$ cat config.mk
export PLATFORM = sky130hd
export DESIGN_NAME = ws_word_counter
export DESIGN_NICKNAME = d
export VERILOG_FILES = /design/src/rtl/wcnt_pkg.sv /design/src/rtl/wcnt_trig_select.sv /design/src/rtl/wcnt_sat_counter.sv /design/src/rtl/wcnt_capture_reg.sv /design/src/rtl/ws_word_counter.sv
export SDC_FILE = /design/constraint.sdc
export NUM_CORES = 1
export LEC_CHECK = 0
export BUFFER_PORTS_ARGS = -buffer_cell sky130_fd_sc_hd__buf_2
export CORE_MARGIN = 5
export CORE_UTILIZATION = 50
export CTS_BUF_LIST = sky130_fd_sc_hd__clkbuf_16
export DETAILED_ROUTE_END_ITERATION = 8
export PLACE_DENSITY = 0.72
export SLEW_MARGIN = 15
export SYNTH_ARGS = -nofsm -noshare
export SYNTH_HDL_FRONTEND = slang
export SYNTH_HIERARCHICAL = 1
export SYNTH_SLANG_ARGS = --single-unit
export TNS_END_PERCENT = 1
$ cat constraint.sdc
create_clock -name clk -period 1.85 [get_ports clk]
set_input_delay 0.37 -clock clk [delete_from_list [all_inputs] [get_ports clk]]
set_output_delay 0.37 -clock clk [all_outputs]
set_load 0.01 [all_outputs]
$ cat src/rtl/wcnt_pkg.sv
package wcnt_pkg;
    typedef enum logic [0:0] {
        CNT_RUN  = 1'b0,
        CNT_FULL = 1'b1
    } cnt_state_e;
endpackage

$ cat src/rtl/wcnt_trig_select.sv
module wcnt_trig_select #(
    parameter int N_SRC = 3,
    parameter int SEL_W = 2
) (
    input  logic [N_SRC-1:0] evt,
    input  logic [SEL_W-1:0] sel,
    input  logic             sw_load,
    output logic             fire
);
    logic [N_SRC-1:0] hit;

    // Source i is enabled by select value i+1; select value 0 enables none.
    generate
        for (genvar i = 0; i < N_SRC; i++) begin : g_src
            assign hit[i] = evt[i] && (sel == SEL_W'(i + 1));
        end
    endgenerate

    assign fire = sw_load || (|hit);
endmodule

$ cat src/rtl/wcnt_sat_counter.sv
module wcnt_sat_counter
    import wcnt_pkg::*;
#(
    parameter int W = 10
) (
    input  logic         clk,
    input  logic         rst_n,
    input  logic         ws_edge,
    input  logic         clear,
    output logic [W-1:0] count,
    output logic [W-1:0] next_val
);
    localparam logic [W-1:0] MAX = {W{1'b1}};

    cnt_state_e state, state_nx;
    logic [W-1:0] count_nx;

    // State register.
    always_ff @(posedge clk or negedge rst_n) begin
        if (!rst_n) begin
            state <= CNT_RUN;
            count <= '0;
        end else begin
            state <= state_nx;
            count <= count_nx;
        end
    end

    // Next state and count.
    always_comb begin
        next_val = count;
        state_nx = state;
        unique case (state)
            CNT_RUN: begin
                if (ws_edge) next_val = count + 1'b1;
                state_nx = (next_val == MAX) ? CNT_FULL : CNT_RUN;
            end
            CNT_FULL: begin
                next_val = MAX;
                state_nx = CNT_FULL;
            end
            default: begin
                next_val = count;
                state_nx = CNT_RUN;
            end
        endcase
        if (clear) begin
            state_nx = CNT_RUN;
            count_nx = '0;
        end else begin
            count_nx = next_val;
        end
    end

    assert_saturate_hold_R6: assert property (@(posedge clk) disable iff (!rst_n)
        (state == CNT_FULL && !clear) |=> (count == MAX));
    assert_single_step_R2: assert property (@(posedge clk) disable iff (!rst_n)
        (!clear && ws_edge && count != MAX) |=> (count == $past(count) + 1'b1));
    assert_clear_zero_R3: assert property (@(posedge clk) disable iff (!rst_n)
        clear |=> (count == '0));
endmodule

$ cat src/rtl/wcnt_capture_reg.sv
module wcnt_capture_reg #(
    parameter int W = 10
) (
    input  logic         clk,
    input  logic         rst_n,
    input  logic         load,
    input  logic [W-1:0] din,
    output logic [W-1:0] dout
);
    always_ff @(posedge clk or negedge rst_n) begin
        if (!rst_n)    dout <= '0;
        else if (load) dout <= din;
    end

    assert_hold_value_R8: assert property (@(posedge clk) disable iff (!rst_n)
        !load |=> $stable(dout));
    assert_take_value_R7: assert property (@(posedge clk) disable iff (!rst_n)
        load |=> (dout == $past(din)));
endmodule

$ cat src/rtl/ws_word_counter.sv
module ws_word_counter #(
    parameter int CNT_W = 10,
    parameter int LO_W  = 8,
    parameter int SEL_W = 2
) (
    input  logic                   clk,
    input  logic                   rst_n,
    input  logic                   ws_edge,
    input  logic                   evt_frame,
    input  logic                   evt_timer,
    input  logic                   evt_pin,
    input  logic [SEL_W-1:0]       trig_sel,
    input  logic                   sw_load,
    output logic [CNT_W-LO_W-1:0]  cap_hi,
    output logic [LO_W-1:0]        cap_lo
);
    localparam int N_SRC = 3;

    logic             fire;
    logic [CNT_W-1:0] count;
    logic [CNT_W-1:0] next_val;
    logic [CNT_W-1:0] cap_q;

    wcnt_trig_select #(.N_SRC(N_SRC), .SEL_W(SEL_W)) u_sel (
        .evt     ({evt_pin, evt_timer, evt_frame}),
        .sel     (trig_sel),
        .sw_load (sw_load),
        .fire    (fire)
    );

    wcnt_sat_counter #(.W(CNT_W)) u_cnt (
        .clk      (clk),
        .rst_n    (rst_n),
        .ws_edge  (ws_edge),
        .clear    (fire),
        .count    (count),
        .next_val (next_val)
    );

    wcnt_capture_reg #(.W(CNT_W)) u_cap (
        .clk   (clk),
        .rst_n (rst_n),
        .load  (fire),
        .din   (next_val),
        .dout  (cap_q)
    );

    assign cap_hi = cap_q[CNT_W-1:LO_W];
    assign cap_lo = cap_q[LO_W-1:0];

    assert_hw_off_R4: assert property (@(posedge clk) disable iff (!rst_n)
        (trig_sel == '0 && !sw_load && (evt_frame || evt_timer || evt_pin))
            |=> $stable({cap_hi, cap_lo}));
    assert_edge_in_capture_R7: assert property (@(posedge clk) disable iff (!rst_n)
        (fire && ws_edge && count != {CNT_W{1'b1}})
            |=> ({cap_hi, cap_lo} == $past(count) + 1'b1));
endmodule

* Yosys cells after proc, flatten, opt, wreduce, memory -nomap -nowiden *
Index checks and enable logic that the tools add are counted.

word-level totals
  input port bits = 9
  output and inout bits = 10
  bits in registers = 21

operators by class
  multiplexer cells = 7
  reductions and logical operators = 5
  eq/ne operators = 4
  bitwise operators = 1
  add/subtract/negate cells = 1

operators with widths
  operator                 count
  $mux W10                 3
  $pmux W10 S2             1
  $add A10 B1 Y10 const B  1
  $eq A10 B10 Y1 const B   1
  $eq A2 B2 Y1 const B     2
  $logic_and A1 B1 Y1      3
  $reduce_or A3 Y1         1
  $eq A2 B1 Y1 const B     1
  $mux W1                  2
  $pmux W1 S2              1
  $logic_or A1 B1 Y1       1
  $not A1 Y1               1

* Longest topological paths before layout *
  word-level depth = 7
  gate-level depth with buffers = 6
  gate-level depth less buffers = 6

* Modules after synthesis *
Netlist, hierarchy kept.

modules (own cells, without submodules)
  module            times used  seq. area each (um^2)  area an instance (um^2)  cells an instance
  wcnt_sat_counter  1           275.3                  793.3                    89
  wcnt_capture_reg  1           250.2                  411.6                    21
  wcnt_trig_select  1           0.0                    30.0                     3

* Worst setup path after synthesis *
OpenSTA, ideal clock, no wires.

  kind = reg-to-reg
  from = register u_cnt.count[1]
  to = register u_cnt.state
  arrival = 1.604 ns
  cell stages (with the launch flop) = 6
  slack = 0.106 ns
  path buffers = 0
  period minus slack after synthesis = 1.744 ns
  library setup time = 0.140 ns
  cells stage by stage = dfrtp_1 ha_1 nand4_2 or4b_1 o2111ai_1 o32ai_2

on the way
  longest elaborated chain between the ends = 7

ends and longest elaborated chain
  element                 RTL line                source
  start, declared         wcnt_sat_counter.sv:10  output logic [W-1:0] count,
  start signal, assigned  wcnt_sat_counter.sv:25  count <= count_nx;
  $add A10 B1 Y10         wcnt_sat_counter.sv:35  if (ws_edge) next_val = count + 1'b1;
  $mux W10 (*)            wcnt_sat_counter.sv:35
  $mux W10 (*)            wcnt_sat_counter.sv:33  unique case (state)
  $eq A10 B10 Y1 (*)      wcnt_sat_counter.sv:36  state_nx = (next_val == MAX) ? CNT_FULL : CNT_RUN;
  $mux W1 (*)             wcnt_sat_counter.sv:36
  $pmux W1 S2 (*)         wcnt_sat_counter.sv:33
  $mux W1 (*)             wcnt_sat_counter.sv:47  if (clear) begin
  via u_cnt.state_nx      wcnt_sat_counter.sv:15  cnt_state_e state, state_nx;
  end signal, assigned    wcnt_sat_counter.sv:24  state <= state_nx;
  end, declared           wcnt_sat_counter.sv:15

The timed path passes the listed nets; every way through them passes the cells marked *. The select of a mux whose other input is x is not followed.
A chain may end at the register's enable or synchronous reset.

* Worst setup path after layout *
Same ends and word-level chain as after synthesis.

==> results.py <==
metrics = {
    "synthesis": {
        "synth_edf_count": 0,
        "yosysUniqueCellTypes": 42,
        "synth_simple_gate_area_share_pct": 17.0,
        "synthAdderAreaFrac_pct": 1.01,
        "ys_seq_area_share_pct": 42.6,
        "synth-seq-cells": 21,
        "synthXorXnorAreaFrac_pct": 5.67,
        "synth_top_family_by_area": "simple AND/OR/NAND/NOR gates",
        "synthArstFlopShare_pct": 100,
        "avgSynthCellArea_sq_um": 10.9,
        "netlist_instances": 113,
        "synth_ff_type": "dfrtp_1",
        "synth_compound_area_share_pct": 14.5,
        "syn_area_sq_um": 1230,
        "yosys_warnings": 6,
        "muxShareOfSynthArea_pct": 13.9,
        "syn-num-nets": 123,
    },
    "sta": {
        "final-hold-violation-count": 0,
        "setup_viol": 0,
        "worst_pin_slew_ns": 0.578,
        "fmax_mhz": 583,
        "setup_tns_ns": 0,
        "fin_ws_ns": 0.136,
        "clock-skew-final_ns": 0.00140,
        "finalMaxSlewViolations": 0,
        "relSlewSlack_pct": 61.5,
        "rsz0062_at_grt": "false",
        "finalCriticalPeriod_ns": 1.71,
        "period_share_pct": 92.7,
    },
    "pwr": {
        "p_total_uw": 1030,
        "vdd_ir_drop_max_v": 0.000725,
        "leakagePower_uw": 0.000723,
        "power_density_nw_per_um2": 718,
    },
    "floorplanning": {
        "rows": 18,
        "core_area_sq_um": 2410,
        "start_util_pct": 51.2,
        "die_w_microns": 59.7,
        "die_area_sq_um": 3560,
        "io_pins": 19,
        "die_y_microns": 59.7,
    },
    "critical_path": {
        "cp-start-kind": "flip-flop",
        "worst_ep_arrival_time_ns": 1.82,
        "end_kind": "flip-flop",
        "worst_ep_required_time_ns": 1.95,
        "worstPathMaxFanout": 6,
        "worst-setup-path-type": "flip-flop to flip-flop",
    },
    "clock_tree": {
        "cts_setup_buffers": 0,
        "clock-sinks": 21,
        "clk_pin_slew_ns": 0.05,
        "cts_buffers": 3,
        "cts_buffer_depth": 2,
        "hold_buffers": 0,
        "insertion_delay_ns": 0.25,
        "htree_levels": 1,
        "cts_tree": "built",
        "cts-root-buf": "clkbuf_16",
    },
    "layout": {
        "area_delta_synth_final_pct": 15.6,
        "fin_util_pct": 59.2,
        "nets": 141,
        "layout.cells.non_filler": 160,
        "n_antenna_cell": 0,
        "drive_above_1_share_pct": 32.3,
    },
    "grt": {
        "grt_max_degree": 22,
        "antenna_found_initial": 0,
        "grt_pass1_vias": 909,
        "grt_pass1_wl_mm": 4.22,
        "overflow": 0,
        "grt.total_usage_pct": 15.7,
    },
    "route": {
        "drt_wl_total_mm": 2.51,
        "wl_per_cell_microns": 15.7,
        "drc_errors": 0,
        "first_iter_violations": 34,
        "num_vias": 911,
        "final_antenna_net_count": 0,
        "viasPerCell": 5.69,
        "drt-pass1-iter-count": 4,
    },
    "place": {
        "io_buffers": 18,
        "place.gp.congestion": 0.818,
        "post-place-cells": 156,
        "dpl.hpwl_mm": 1.72,
        "dp_slack_ns": 0.0463,
    },
    "outcome": {
        "outcome": "finished clean",
    },
    "hold_path": {
        "min_path_type": "input port to async pin",
    },
    "job": {
        "maxCapViolations": 0,
    },
}
critical path, cell delays in order, from the launching register on:
cell,delay (ns)
dfrtp_1,0.37
ha_2,0.25
nand4_2,0.18
or4b_1,0.54
o2111ai_1,0.10
o32ai_2,0.12
power breakdown:
| group | internal, uW | switching (uW) | total (uW) |
|---|---|---|---|
| clock | 288 | 160 | 447 |
| sequential | 469 | 5.24 | 474 |
| combinational | 48.0 | 55.7 | 104 |
final cells by class:
cell class	instances	area [sq um]
Multi-Input combinational cell	80	646
Clock inverter	1	3.75
Sequential cell	21	526
Inverter	4	15.0
Clock buffer	3	75.1
Tap cell	30	37.5
Fill cell	182	982
Timing Repair Buffer	21	125
cells by family (layout without fill, tap and decap cells):
kind of cell / Yosys count / in the layout
multiplexers: 12 / 12
AND/OR/NAND/NOR: 34 / 34
buffers and inverters: 12 / 29
AO/OA/AOI/OAI: 25 / 25
XOR/XNOR: 8 / 8
flip-flops: 21 / 21
adder cells (fa/ha/maj): 1 / 1
state kept, by name (all words and copies together) (netlist names):
register / flops
u_cap/dout: 10
u_cnt/state: 1
u_cnt/count: 10
timing repair:
item | CTS | global route
setup endpoints to repair | 0 | 1
gates resized for setup | 0 | 1
hold endpoints to repair | 0 | 0
cell usage after synthesis, types with 2 or more instances:
master | count | area [sq um]
clkbuf_1 | 3 | 11.3
mux2_4 | 10 | 150
inv_1 | 4 | 15.0
xnor2_1 | 5 | 43.8
buf_2 | 2 | 10.0
xor2_1 | 3 | 26.3
buf_6 | 2 | 22.5
dfrtp_1 | 21 | 526
nand3b_1 | 2 | 15.0
a21o_1 | 2 | 15.0
a21oi_1 | 10 | 50.1
nor2_1 | 4 | 15.0
nand2_1 | 14 | 52.6
nor3_1 | 3 | 15.0
layer usage:
layer	vias to the layer above	track usage, %	part of all wire, %
li1	440	-	-
met1	441	21.6	46
met2	25	23.6	48
met3	5	2.81	3.9
met4	0	8.23	2.0
met5	-	0	0
metrics by stage:
stage	cell area, sq um	hold slack [ns]
after floorplan	1230	0.0744
after CTS	1430	0.0755
after global placement	1350	0.338
after detailed placement	1350	0.349
final	1430	0.0563
after global routing	1430	0.101
final timing paths:
path,start,to,slack (ns),cells after the start
min reg2reg,u_cap/dout[8],u_cap/dout[8],0.50,1
min in group clk,u_cap/dout[8],u_cap/dout[8],0.50,1
max,u_cnt/count[1],u_cnt/state,0.14,5
min,rst_n,u_cap/dout[8],0.06,1
max in group asynchronous,rst_n,u_cap/dout[0],1.48,1
max reg2reg,u_cnt/count[1],u_cnt/state,0.14,5
cell usage in the layout (no fill, tap or decap), drive strengths merged, types with 2 or more instances in the layout:
cell,instances
nand3b,2
xnor2,5
nand4,3
clkbuf,3
nor3,3
dfrtp,21
nand3,2
a21o,2
xor2,3
a21oi,10
nor4,2
nand2,14
mux2,11
buf,21
inv,5
nor2,4
Power figures use the tool's default switching activity.
